**src/rtl/hwlock_pkg.sv**
```systemverilog
package hwlock_pkg;

    localparam int unsigned DATA_W    = 32;
    localparam int unsigned LOCK_BASE = 'h100;
    localparam int unsigned CODE_LSB  = 28;
    localparam int unsigned CODE_W    = 4;

    typedef enum logic [1:0] {
        RGN_NONE = 2'd0,
        RGN_DESC = 2'd1,
        RGN_FLAG = 2'd2
    } region_e;

    // Size code reported in the descriptor; 0 marks an unsupported count.
    function automatic logic [CODE_W-1:0] size_code(input int n);
        case (n)
            32:      return 4'd1;
            64:      return 4'd2;
            128:     return 4'd3;
            256:     return 4'd4;
            default: return 4'd0;
        endcase
    endfunction

endpackage

```
**src/rtl/hwlock_decode.sv**
```systemverilog
module hwlock_decode
    import hwlock_pkg::*;
#(
    parameter int NUM_LOCKS = 32,
    parameter int ADDR_W    = 12,
    localparam int IDX_W    = $clog2(NUM_LOCKS)
) (
    input  logic [ADDR_W-1:0] addr,
    output region_e           region,
    output logic [IDX_W-1:0]  idx
);
    logic [ADDR_W-1:0] off;
    logic [ADDR_W-1:0] word;
    logic              above_base;
    logic              in_range;

    always_comb begin
        off        = addr - ADDR_W'(LOCK_BASE);
        word       = off >> 2;
        above_base = addr >= ADDR_W'(LOCK_BASE);
        in_range   = word < ADDR_W'(NUM_LOCKS);
        idx        = word[IDX_W-1:0];
        if (addr == '0)
            region = RGN_DESC;
        else if (above_base && in_range && off[1:0] == 2'b00)
            region = RGN_FLAG;
        else
            region = RGN_NONE;
    end
endmodule

```
**src/rtl/hwlock_store.sv**
```systemverilog
module hwlock_store #(
    parameter int NUM_LOCKS = 32,
    localparam int IDX_W    = $clog2(NUM_LOCKS)
) (
    input  logic                 clk,
    input  logic                 rst,
    input  logic                 take_en,
    input  logic                 free_en,
    input  logic [IDX_W-1:0]     idx,
    output logic                 cur_held,
    output logic [NUM_LOCKS-1:0] held_q
);
    for (genvar g = 0; g < NUM_LOCKS; g++) begin : g_flag
        logic sel;
        assign sel = (idx == IDX_W'(g));
        always_ff @(posedge clk) begin
            if (rst)
                held_q[g] <= 1'b0;
            else if (take_en && sel)
                held_q[g] <= 1'b1;
            else if (free_en && sel)
                held_q[g] <= 1'b0;
        end
    end

    assign cur_held = held_q[idx];
endmodule

```
**src/rtl/hwlock_bank.sv**
```systemverilog
module hwlock_bank
    import hwlock_pkg::*;
#(
    parameter int NUM_LOCKS = 32,
    parameter int ADDR_W    = 12
) (
    input  logic              clk,
    input  logic              rst,
    input  logic [ADDR_W-1:0] bus_addr,
    input  logic              bus_rd,
    input  logic              bus_wr,
    input  logic [DATA_W-1:0] bus_wdata,
    output logic [DATA_W-1:0] bus_rdata
);
    localparam int IDX_W = $clog2(NUM_LOCKS);
    localparam logic [CODE_W-1:0] CODE = size_code(NUM_LOCKS);

    if (CODE == '0) begin : g_bad_count
        $error("hwlock_bank: NUM_LOCKS must be 32, 64, 128 or 256");
    end
    if (ADDR_W < 11) begin : g_bad_addr
        $error("hwlock_bank: ADDR_W too small for the flag window");
    end

    region_e              region;
    logic [IDX_W-1:0]     idx;
    logic                 take_en;
    logic                 free_en;
    logic                 cur_held;
    logic [NUM_LOCKS-1:0] lock_q;
    logic [DATA_W-1:0]    rdata_d;
    logic [DATA_W-1:0]    rdata_q;

    hwlock_decode #(.NUM_LOCKS(NUM_LOCKS), .ADDR_W(ADDR_W)) u_dec (
        .addr   (bus_addr),
        .region (region),
        .idx    (idx)
    );

    // Read has priority; a write only frees on an exact zero value.
    assign take_en = bus_rd && (region == RGN_FLAG);
    assign free_en = bus_wr && !bus_rd && (region == RGN_FLAG)
                     && (bus_wdata == '0);

    hwlock_store #(.NUM_LOCKS(NUM_LOCKS)) u_store (
        .clk      (clk),
        .rst      (rst),
        .take_en  (take_en),
        .free_en  (free_en),
        .idx      (idx),
        .cur_held (cur_held),
        .held_q   (lock_q)
    );

    always_comb begin
        rdata_d = '0;
        if (bus_rd) begin
            unique case (region)
                RGN_FLAG: rdata_d = {{(DATA_W-1){1'b0}}, cur_held};
                RGN_DESC: rdata_d = {CODE, {CODE_LSB{1'b0}}};
                default:  rdata_d = '0;
            endcase
        end
    end

    always_ff @(posedge clk) begin
        if (rst)
            rdata_q <= '0;
        else
            rdata_q <= rdata_d;
    end

    assign bus_rdata = rdata_q;
endmodule

```
**config.mk**
```make
export PLATFORM = sky130hd
export DESIGN_NAME = hwlock_bank
export DESIGN_NICKNAME = d
export VERILOG_FILES = /design/src/rtl/hwlock_pkg.sv /design/src/rtl/hwlock_decode.sv /design/src/rtl/hwlock_store.sv /design/src/rtl/hwlock_bank.sv
export SDC_FILE = /design/constraint.sdc
export NUM_CORES = 1
export LEC_CHECK = 0
export ABC_AREA = 1
export BUFFER_PORTS_ARGS = -buffer_cell sky130_fd_sc_hd__buf_2
export CAP_MARGIN = 30
export CORE_UTILIZATION = 46
export CTS_CLUSTER_DIAMETER = 40
export CTS_CLUSTER_SIZE = 10
export DETAILED_ROUTE_END_ITERATION = 10
export HOLD_SLACK_MARGIN = 0.05
export PLACE_DENSITY = 0.77
export SKIP_CTS_REPAIR_TIMING = 1
export SYNTH_ARGS = -nofsm -noshare
export SYNTH_HDL_FRONTEND = slang
export SYNTH_SLANG_ARGS = --single-unit
```
**constraint.sdc**
```tcl
create_clock -name clk -period 1.3 [get_ports clk]
set_clock_uncertainty 0.15 [all_clocks]
set_input_delay 0.26 -clock clk [delete_from_list [all_inputs] [get_ports clk]]
set_output_delay 0.26 -clock clk [all_outputs]
set_load 0.05 [all_outputs]
```
# Word level (Yosys, flattened, before mapping)
# Index checks and enable logic that the tools add are counted.
op_classes:
  eq_ne: 33
  reduce_logical: 108
  order_cmp: 3
  n_addsub: 1
  n_bitwise: 1
  n_mux: 69
ops:
  columns: ["cell", "count"]
  rows:
  - ["equality test 5 bit, second input constant", 16]
  - ["logical AND 1 bit", 70]
  - ["2-to-1 mux 1 bit", 65]
  - ["nonzero test 2 bit", 32]
  - ["case mux 29 bit (2 select lines)", 1]
  - ["equality test 5 x 4 -> 1 bit, second input constant", 8]
  - ["zero test 32 bit", 1]
  - ["equality test 5 x 3 -> 1 bit, second input constant", 4]
  - ["greater-or-equal comparator 12 x 9 -> 1 bit, second input constant", 1]
  - ["zero test 12 bit", 1]
  - ["subtractor 12 x 9 -> 12 bit, second input constant", 1]
  - ["equality test 5 x 2 -> 1 bit, second input constant", 2]
  - ["< comparator 10 x 6 -> 1 bit, second input constant", 1]
  - ["< comparator 5 x 6 -> 1 bit, second input constant", 1]
  - ["binary-select mux 1 bit (select 5 bit)", 1]
  - ["equality test 5 x 1 -> 1 bit, second input constant", 1]
  - ["zero test 5 bit", 1]
  - ["2-to-1 mux 2 bit", 2]
  - ["equality test 2 x 1 -> 1 bit, second input constant", 1]
  - ["equality test 2 bit, second input constant", 1]
  - ["zero test 2 bit", 1]
  - ["OR reduction 2 bit", 1]
  - ["zero test 1 bit", 1]
  - ["NOT 1 bit", 1]
totals:
  out_inout_bits: 32
  in_bits: 48
  regBits: 64
  word_cells: 248

# Depth between registers and ports, before layout
# Gate-level depths: netlist (run 1).
depth:
  depth_word: 12
  mapped_depth: 10
  mapped_depth_nobuf: 9

# By module
# Synthesis (run 1) repeated with hierarchy kept, for this count alone.
unflattened:
  cells_unflattened: 398
  area_unflattened_um2: 2478.6
by_module_without_submodules:
  columns: ["module", "instances", "cells_each", "area_each_um2"]
  rows:
  - ["hwlock_store", 1, 292, 1891.8]
  - ["hwlock_bank", 1, 80, 466.7]
  - ["hwlock_decode", 1, 26, 120.1]

# Least setup slack after synthesis (run 1)
# OpenSTA, ideal clock, no wires.
synth_path:
  path_type: "in2reg"
  start: "in bus_wdata[28]"
  end: "reg u_store.held_q[0]"
  slack_ns: -0.131
  arrival_ns: 1.163
  t_required_ns: 1.032
  cell_stages: 6
  n_path_buf: 1
  path_cell_list: "or3_1 > nor2_1 > nand2_2 > buf_6 > o21ai_2 > o21ai_1"
synth_via:
  elab_chain_len: 4
synth_lines:
  columns: ["element", "line_no", "source"]
  rows:
  - ["from (decl)", "hwlock_bank.sv:12", "input logic [DATA_W-1:0] bus_wdata,"]
  - ["zero test 32 bit", "hwlock_bank.sv:43", "&& (bus_wdata == '0);"]
  - ["logical AND 1 bit", "hwlock_bank.sv:43", null]
  - ["logical AND 1 bit", "hwlock_store.sv:21", "else if (free_en && sel)"]
  - ["nonzero test 2 bit (no line)", null, null]
  - ["to (signal, indexed assignment)", "hwlock_store.sv:18", "held_q[g] <= 1'b0;"]
  - ["to (signal, indexed assignment)", "hwlock_store.sv:20", "held_q[g] <= 1'b1;"]
  - ["to (signal, indexed assignment)", "hwlock_store.sv:22", "held_q[g] <= 1'b0;"]
  - ["to (decl)", "hwlock_store.sv:11", "output logic [NUM_LOCKS-1:0] held_q"]
# No other way between the ends.
# A chain may end at the register's enable or synchronous reset.

# Final worst setup path (run 1)
layout_path:
  start: "in bus_addr[1]"
  end: "reg u_store.held_q[17]"
layout_via:
  elab_chain_len: 11
  elab_cells_between_ends: 18
  classes_between: "add/sub: 1; order compare: 2; eq/ne: 2; mux: 3; reduce/logical: 10"
layout_lines:
  columns: ["element", "line_no", "source"]
  rows:
  - ["from (decl)", "hwlock_bank.sv:9", "input logic [ADDR_W-1:0] bus_addr,"]
  - ["subtractor 12 x 9 -> 12 bit", "hwlock_decode.sv:18", "off = addr - ADDR_W'(LOCK_BASE);"]
  - ["< comparator 10 x 6 -> 1 bit", "hwlock_decode.sv:21", "in_range = word < ADDR_W'(NUM_LOCKS);"]
  - ["logical AND 1 bit (2 in series)", "hwlock_decode.sv:25", "else if (above_base && in_range && off[1:0] == 2'b00)"]
  - ["2-to-1 mux 2 bit", "hwlock_decode.sv:25", null]
  - ["2-to-1 mux 2 bit", "hwlock_decode.sv:23", "if (addr == '0)"]
  - ["equality test 2 bit", "hwlock_bank.sv:41, hwlock_bank.sv:42", null]
  - ["logical AND 1 bit", "hwlock_bank.sv:42", "assign free_en = bus_wr && !bus_rd && (region == RGN_FLAG)"]
  - ["logical AND 1 bit", "hwlock_bank.sv:43", null]
  - ["logical AND 1 bit", "hwlock_store.sv:21", null]
  - ["nonzero test 2 bit (no line)", null, null]
# Several ways; a longest one is shown, not always the timed one.

==> results of run 1 <==
==> cell families (layout without fill, tap and decap cells) <==
logic type,Yosys count,after routing
AO/OA/AOI/OAI,78,78
buffers and inverters,72,136
flip-flops,34,34
other,1,30
AND/OR/NAND/NOR,162,162
==> final timing paths <==
kind	slack [ns]	depth (start not counted)	endpoint
worst min-delay path	0.13	3	bus_rdata[28]
worst max register to register	0.04	8	bus_rdata[0]
worst max-delay path	-0.10	7	u_store.held_q[17]
worst min register to register	0.35	2	u_store.held_q[21]
==> sequential cells by signal, indices dropped and copies added, names as in the netlist <==
register        count
u_store.held_q     32
bus_rdata           2
==> layer usage <==
metal  GRT usage [%]  up-vias
met5               0        -
met1            26.0     1134
met3            5.28       21
li1                -     1258
met2            41.4       81
met4            12.2        0
==> cell type report <==
cell class	count	area, um2	area share (%)
Multi-Input combinational cell	270	1520	46.9
Sequential cell	34	681	21.1
Clock inverter	1	5.00	0.155
Tap cell	67	83.8	2.59
Clock buffer	7	86.3	2.67
Inverter	26	97.6	3.02
Timing Repair Buffer	102	761	23.5
==> power breakdown <==
part | switching [uW] | total [uW] | internal (uW)
registers | 0.0868 | 1040 | 1040
logic | 367 | 517 | 150
clock network | 406 | 834 | 428
total | 774 | 2390 | 1620
==> through the flow <==
step	instance area (um2)	setup TNS (ns)	instances	power, uW	hold WS [ns]
4_1_cts	2980	-1.10	503	2370	0.100
5_1_grt	3230	-3.35	507	2490	0.138
6_report	3230	-2.16	507	2390	0.129
2_1_floorplan	2490	-3.78	376	1450	0.187
3_5_place_dp	2890	-11.24	495	1560	0.343
3_3_place_gp	2890	-10.64	495	1550	0.306
==> Yosys cell counts (all sizes together) <==
library cell	instances
a21oi	4
buf	43
clkbuf	3
clkinv	2
conb	1
dfxtp	34
inv	24
nand2	67
nand3	36
nand4	2
nor2	52
nor3	1
nor3b	1
nor4	1
o21ai	57
o21bai	17
or2	1
or3	1
==> tightest hold or removal path: cells and delay by family <==
family                 cells  cell delay [ns]
buffers and inverters      2             0.22
and+or+nand+nor            1             0.05
==> run_results.csv, run 1 <==
group,metric,value,unit
worst_setup_path,crit_required,1.37,ns
drt,wire_per_inst,12.9,um
worst_setup_path,slowest_delay,0.25,ns
sta,grt_setup_unrepaired,"yes",
drt,vias,2494,
finish,layout_commonest_cell,"nand2_1",
drt,dr_wl_met3,293,um
power,peakVddDrop,0.614,mV
finish,drive_above_1_share,38.6,%
drt,wl_met1,2800,um
worst_setup_path,crit_path_top_delay_cell,"or2_4",
clock_tree,tritoncts,"yes",
power,powerDensity,740,nW/um2
drt,ant_nets,0,
drt,dr_wl_met2,3210,um
placed_design,port_buffers,49,
finish,final_cell_mix,"65 x nand2_1, 47 x buf_2, 44 x buf_4",
status,violations,"negative setup slack",
finish,finalNetCount,487,
sta,fin_ws,-0.103,ns
logic_synthesis,synthesis.area,2380,um2
logic_synthesis,synth_mux_area_share,0,%
worst_setup_path,critical_path_class,"input pin to register",
logic_synthesis,yosys.area.top_type_share,28.6,%
placed_design,routabilityCongestion,0.919,
logic_synthesis,synth_cells,347,
logic_synthesis,ys_ff_latch,34,
floorplanning,core,4850,um2
clock_tree,cts_buffer_depth,2,
clock_tree,htreeDepth,2,
clock_tree,cts_inserted_buffers,5,
worst_hold_path,min_from,"bus_addr[8]",
drt,drt-vias-per-instance,4.92,
placed_design,dp_hpwl,4400,um
logic_synthesis,yosys-top-cells-area,"dfxtp_1 29%, nand2_1 10%, buf_4 9.8%",
worst_setup_path,r2r-start,"u_store.held_q[8]",
drt,wl,6520,um
floorplanning,dieArea,5470,um2
drt,initialDrtViolationCount,143,
logic_synthesis,synth_top_cell_by_area,"dfxtp_1",
clock_tree,cts_sinks,34,
logic_synthesis,ys.warnings.count,0,
sta,fin_crit_sh,108,%
logic_synthesis,post_synth.cell_area_avg,6.86,um2
finish,antenna_cells,0,
worst_setup_path,cp.arrival,1.48,ns
floorplanning,start_util,49.1,%
power,p_leak,0.00135,uW
drt,top_layer_used,"met4",
worst_setup_path,worstSetupStartpoint,"bus_addr[1]",
worst_setup_path,worstSetupStartpointType,"input pin",
floorplanning,die_h,73.9,um
worst_setup_path,end_kind,"register",
floorplanning,ios,80,
finish,nFillCells,423,
finish,syn_to_final_growth,35.7,%
floorplanning,die_x,73.9,um
logic_synthesis,yosys.area_share.simple,29.9,%
sta,setup_viol,32,
finish,finalCoreUtilization,66.6,%
global_route,grt_pass1_wl,9830,um
global_route,grt_start_max_net_pins,18,
flow_run,cap_viol_max_count,0,
sta,clock.fmax,0.713,GHz
logic_synthesis,synthAdderAreaFrac,0,%
drt,drc,0,
floorplanning,rows,25,
clock_tree,clkSlewWorstSetupHoldPaths,0.07,ns
worst_setup_path,worstPathBufferInverterCount,3,
logic_synthesis,synth_xor_area_share,0,%
global_route,grt_pass1_vias,2331,
clock_tree,clk_latency,0.29,ns
global_route,gr-total-overflow,0,
status,status,"finished with violations",
clock_tree,cts_root_buf,"clkbuf_8",
worst_setup_path,cp_top_family,"simple AND/OR/NAND/NOR gates",
logic_synthesis,synth_cell_type_count,28,
placed_design,dp_slack,-0.391,ns
logic_synthesis,synth_top_family_by_area,"simple AND/OR/NAND/NOR gates",
logic_synthesis,ys_seq_area_share,28.6,%
worst_setup_path,path_common_cell,"buf_6",
worst_setup_path,critical_path.cell_chain,"buf_6 > or2_4 > buf_6 > nor3b_4 > nand3_4 > clkbuf_16 > o21ai_2",
global_route,antenna_found_initial,0,
sta,finalHoldViolations,0,
global_route,grt.total_usage,23.3,%
worst_hold_path,hold_path.class,"input pin to register",
worst_setup_path,worst-path-max-fanout,7,
sta,finalMaxSlewViolations,0,
logic_synthesis,synth_compound_area_share,22.9,%
sta,layout_min_cycle_time,1.40,ns
drt,first_pass_iters,4,
(Power assumes the default switching activity.)
==> inputs of run 2 (changes only) <==
--- a/config.mk
+++ b/config.mk
@@ -6,6 +6,7 @@
 export NUM_CORES = 1
 export LEC_CHECK = 0
 export ABC_AREA = 1
+export ABC_CLOCK_PERIOD_IN_PS = 1300
 export BUFFER_PORTS_ARGS = -buffer_cell sky130_fd_sc_hd__buf_2
 export CAP_MARGIN = 30
 export CORE_UTILIZATION = 46
@@ -13,7 +14,8 @@
 export CTS_CLUSTER_SIZE = 10
 export DETAILED_ROUTE_END_ITERATION = 10
 export HOLD_SLACK_MARGIN = 0.05
-export PLACE_DENSITY = 0.77
+export PLACE_DENSITY = 0.84
+export SETUP_SLACK_MARGIN = 0.3
 export SKIP_CTS_REPAIR_TIMING = 1
 export SYNTH_ARGS = -nofsm -noshare
 export SYNTH_HDL_FRONTEND = slang
==> run 2 against run 1 <==
  * The run still ends with negative setup slack left
  * Clock power fell by 11%
  * Critical path depth rose by 2
  * Global-route usage barely moved
  * Wire length fell by 2.0%
  * Highest routed layer unchanged
==> run_results.csv, run 2 (synthesis gave the netlist of run 1 again) <==
group,metric,value,unit
power,peakVddDrop,0.439,mV
sta,setup_viol,30,
drt,wire_per_inst,12.5,um
placed_design,port_buffers,49,
worst_setup_path,worst-path-max-fanout,14,
floorplanning,rows,25,
floorplanning,die_x,73.9,um
finish,nFillCells,403,
finish,syn_to_final_growth,36.8,%
finish,final_cell_mix,"61 x nand2_1, 49 x buf_4, 43 x buf_2",
worst_hold_path,min_from,"bus_addr[8]",
placed_design,dp.cells,501,
clock_tree,cts_inserted_buffers,5,
floorplanning,die_h,73.9,um
worst_setup_path,rrSetupSlack,0.09,ns
global_route,grt_start_max_net_pins,17,
finish,largest_reg_flops,32,
sta,hold_slack,0.122,ns
worst_setup_path,r2r-start,"u_store.held_q[29]",
sta,grt_setup_unrepaired,"yes",
floorplanning,ios,80,
worst_hold_path,hold_path.class,"input pin to register",
drt,wl,6390,um
clock_tree,cts_sinks,34,
worst_setup_path,critical_path_class,"input pin to register",
global_route,gr-total-overflow,0,
finish,finalNetCount,491,
worst_setup_path,r2r-end,"bus_rdata[0]",
sta,fin_crit_sh,104,%
worst_setup_path,worstSetupStartpointType,"input pin",
status,status,"finished with violations",
global_route,grt_pass1_wl,9920,um
placed_design,routabilityCongestion,0.856,
clock_tree,tritoncts,"yes",
drt,drt-vias-per-instance,5.00,
floorplanning,start_util,49.1,%
finish,drive_above_1_share,40.2,%
finish,regMostFlops,"u_store.held_q",
worst_hold_path,min_to,"bus_rdata[28]",
clock_tree,cts_buffer_depth,2,
worst_hold_path,min_path_cells,3,
drt,ant_nets,0,
power,powerDensity,716,nW/um2
worst_setup_path,end_kind,"register",
floorplanning,dieArea,5470,um2
sta,layout_min_cycle_time,1.36,ns
flow_run,cap_viol_max_count,0,
sta,finalMaxSlewViolations,0,
power,totalPowerFinal,2330,uW
clock_tree,clkSlewWorstSetupHoldPaths,0.07,ns
placed_design,dp_hpwl,4560,um
sta,finalHoldViolations,0,
global_route,grt.total_usage,23.4,%
sta,fin_ws,-0.0565,ns
drt,first_pass_iters,4,
drt,initialDrtViolationCount,85,
global_route,antenna_found_initial,0,
floorplanning,core,4850,um2
clock_tree,clk_latency,0.29,ns
global_route,grt_pass1_vias,2391,
clock_tree,htreeDepth,2,
worst_setup_path,r2r_cells,8,
worst_setup_path,crit_required,1.33,ns
finish,antenna_cells,0,
sta,clock.fmax,0.737,GHz
worst_setup_path,cp.arrival,1.39,ns
power,p_leak,0.00134,uW
finish,fin_cells,510,
clock_tree,cts_root_buf,"clkbuf_8",
drt,vias,2551,
finish,layout_commonest_cell,"nand2_1",
drt,drc,0,
status,violations,"negative setup slack",
[run 2: changes by cell type in the layout (fill, tap and decap cells not counted), moves of 4 or more]
cell,change
buf_2,-4
buf_4,+5
nand2_1,-4
o21ai_0,-5
o21ai_1,+12
o21ai_2,-7
[run 2: worst max path at each step]
| stage | startpoint | end | slack (ns) |
|---|---|---|---|
| after floorplan | bus_addr[1] | u_store.held_q[24] | -0.12 |
| after global placement | bus_addr[1] | u_store.held_q[19] | -0.37 |
| after detailed placement | bus_addr[1] | u_store.held_q[22] | -0.43 |
| after CTS | bus_addr[1] | u_store.held_q[22] | -0.13 |
| after global routing | bus_addr[1] | u_store.held_q[26] | -0.10 |
| final | bus_addr[1] | u_store.held_q[11] | -0.06 |
[run 2: worst max-delay path: stages]
cell and delay, ns:
buf_6 0.09, or2_4 0.26, nor2_4 0.11, nand2_2 0.06
nor2_4 0.13, nand2_4 0.10, buf_12 0.17, o21bai_2 0.11
o21ai_1 0.08
[run 2: power by group]
group	internal [uW]	leakage, uW	switching [uW]
clock	369	0.0000383	376
sequential	1040	0.000275	0.0982
combinational	169	0.00103	378
[run 2: layer usage]
metal,wire length (um),global-route usage [%]
met5,0,0
met1,2490,26.5
met4,116,10.0
met3,367,3.79
met2,3410,42.9
[run 2: metrics by stage]
step	setup slack, ns	util (%)	TNS (ns)	instance area (um2)
floorplan	-0.125	-	-3.79	2520
global placement	-0.370	61.4	-11.16	2980
detailed placement	-0.425	61.4	-12.63	2980
CTS	-0.129	62.9	-2.71	3050
global route	-0.101	67.2	-2.38	3260
finish	-0.0565	67.2	-1.02	3260
[run 2: layout make-up]
class	count	area [um2]	share of cell area, %
Clock buffer	7	76.3	2.34
Tap cell	67	83.8	2.57
Timing Repair Buffer	106	792	24.3
Inverter	26	104	3.19
Multi-Input combinational cell	270	1520	46.6
Sequential cell	34	684	21.0
==> inputs of run 3 (changes only) <==
--- a/config.mk
+++ b/config.mk
@@ -14,7 +14,7 @@
 export CTS_CLUSTER_SIZE = 10
 export DETAILED_ROUTE_END_ITERATION = 10
 export HOLD_SLACK_MARGIN = 0.05
-export PLACE_DENSITY = 0.84
+export PLACE_DENSITY_LB_ADDON = 0.1
 export SETUP_SLACK_MARGIN = 0.3
 export SKIP_CTS_REPAIR_TIMING = 1
 export SYNTH_ARGS = -nofsm -noshare
==> run 3 against run 2 <==
  * The flow still finishes with violations (negative setup slack)
  * Largest power group unchanged
  * Utilization is 0.13 points higher
  * Worst setup slack barely moved
  * Register-to-register slack about the same
  * Sequential share of layout area shrank 0.079 points
  * Sequential cell count unchanged
  * Via count decreased by 5.3%
==> run_results.csv, run 3 (synthesis gave the netlist of run 1 again) <==
group,metric,value,unit
power,peakVddDrop,0.478,mV
worst_setup_path,r2r-start,"u_store.held_q[12]",
floorplanning,dieArea,5470,um2
floorplanning,rows,25,
finish,final_cell_mix,"61 x nand2_1, 46 x buf_4, 43 x buf_2",
global_route,grt_start_max_net_pins,17,
sta,fin_crit_sh,104,%
clock_tree,cts_sinks,34,
sta,fin_ws,-0.0562,ns
worst_setup_path,cp_top_family,"simple AND/OR/NAND/NOR gates",
clock_tree,cts_root_buf,"clkbuf_8",
worst_setup_path,crit_required,1.34,ns
worst_setup_path,cp.arrival,1.39,ns
sta,grt_setup_unrepaired,"yes",
floorplanning,ios,80,
global_route,grt_pass1_wl,9610,um
worst_setup_path,r2r_cells,8,
clock_tree,clkSlewWorstSetupHoldPaths,0.07,ns
sta,setup_viol,30,
worst_setup_path,cp.depth,7,
floorplanning,die_x,73.9,um
worst_setup_path,crit_path_top_delay_cell,"or3_1",
sta,finalMaxSlewViolations,0,
worst_setup_path,worstSetupStartpointType,"input pin",
worst_hold_path,hold_path.class,"input pin to register",
global_route,grt.total_usage,23.0,%
worst_setup_path,critical_path_class,"input pin to register",
clock_tree,cts_buffer_depth,2,
worst_setup_path,rrSetupSlack,0.10,ns
finish,finalNetCount,488,
worst_setup_path,r2r-end,"bus_rdata[0]",
sta,clock.fmax,0.737,GHz
sta,finalHoldViolations,0,
drt,ant_nets,0,
status,status,"finished with violations",
placed_design,port_buffers,49,
drt,drc,0,
clock_tree,tritoncts,"yes",
finish,syn_to_final_growth,37.1,%
drt,vias,2417,
worst_hold_path,min_to,"bus_rdata[28]",
finish,layout_commonest_cell,"nand2_1",
worst_hold_path,min_from,"bus_addr[8]",
drt,initialDrtViolationCount,72,
power,p_leak,0.00133,uW
drt,first_pass_iters,5,
finish,largest_reg_flops,32,
finish,fin_cells,508,
finish,antenna_cells,0,
global_route,grt_pass1_vias,2206,
placed_design,dp.cells,499,
clock_tree,clk_latency,0.29,ns
finish,regMostFlops,"u_store.held_q",
clock_tree,htreeDepth,2,
floorplanning,core,4850,um2
worst_setup_path,critical_path.cell_chain,"buf_2 > or3_1 > nor2_4 > nand2_4 > buf_12 > o21bai_2 > o21ai_1",
worst_setup_path,end_kind,"register",
clock_tree,cts_inserted_buffers,5,
worst_setup_path,slowest_delay,0.40,ns
drt,wl,6110,um
drt,drt-vias-per-instance,4.76,
worst_hold_path,min_path_cells,3,
floorplanning,start_util,49.1,%
placed_design,routabilityCongestion,0.775,
power,powerDensity,745,nW/um2
global_route,gr-total-overflow,0,
finish,drive_above_1_share,40.6,%
sta,hold_slack,0.108,ns
sta,layout_min_cycle_time,1.36,ns
placed_design,dp_hpwl,4430,um
floorplanning,die_h,73.9,um
worst_setup_path,worstPathBufferInverterCount,2,
status,violations,"negative setup slack",
flow_run,cap_viol_max_count,0,
worst_setup_path,worst-path-max-fanout,10,
drt,wire_per_inst,12.0,um
global_route,antenna_found_initial,0,
-- run 3: cell count changes in the layout (fill, tap and decap cells not counted), moves of 2 or more --
| cell | before | now |
|---|---|---|
| clkbuf_1 | 2 | 0 |
| a21oi_1 | 4 | 2 |
| buf_4 | 49 | 46 |
| o21bai_2 | 11 | 13 |
| o21ai_1 | 34 | 37 |
| o21ai_2 | 16 | 14 |
| o21bai_4 | 6 | 4 |
| a21oi_2 | 0 | 2 |
-- run 3: how the worst max path moves through the flow --
stage                         endpoint  slack (ns)           from
CTS                 u_store.held_q[16]       -0.06    bus_addr[1]
finish              u_store.held_q[16]       -0.06  bus_wdata[28]
floorplan           u_store.held_q[24]       -0.12    bus_addr[1]
global placement    u_store.held_q[10]       -0.33    bus_addr[1]
global route         u_store.held_q[7]       -0.11    bus_addr[0]
detailed placement  u_store.held_q[16]       -0.37    bus_addr[1]
-- run 3: stage by stage --
stage	utilization, %	setup slack [ns]	area [um2]	power, uW	setup TNS (ns)
2_1_floorplan	-	-0.125	2520	1460	-3.79
3_3_place_gp	60.5	-0.326	2940	1570	-10.14
3_5_place_dp	60.5	-0.369	2940	1580	-10.62
4_1_cts	62.5	-0.0613	3030	2400	-0.830
5_1_grt	67.3	-0.112	3260	2510	-2.50
6_report	67.3	-0.0562	3260	2430	-0.925
-- run 3: tightest hold or removal path: stages --
cell	delay, ns
buf_2	0.08
buf_4	0.13
nor3_2	0.05
-- run 3: power breakdown --
group	internal [uW]	switching, uW	total, uW
Clock	426	422	848
Sequential	1040	0.0924	1040
Combinational	167	376	542
-- run 3: layer usage --
layer | vias to the layer above | GRT usage [%] | part of all wire [%]
li1 | 1258 | - | -
met1 | 1079 | 28.0 | 45
met2 | 68 | 41.6 | 50
met3 | 12 | 4.20 | 3.5
met4 | 0 | 5.77 | 1.7
met5 | - | 0 | 0
-- run 3: cell type report --
class / count / area (um2)
fillers: 434 / 1580
multi-input cells: 270 / 1520
repair buffers: 103 / 779
flip-flops and latches: 34 / 683
inverters: 26 / 104
well taps: 67 / 83.8
clock buffers: 6 / 82.6
clock inverters: 2 / 12.5
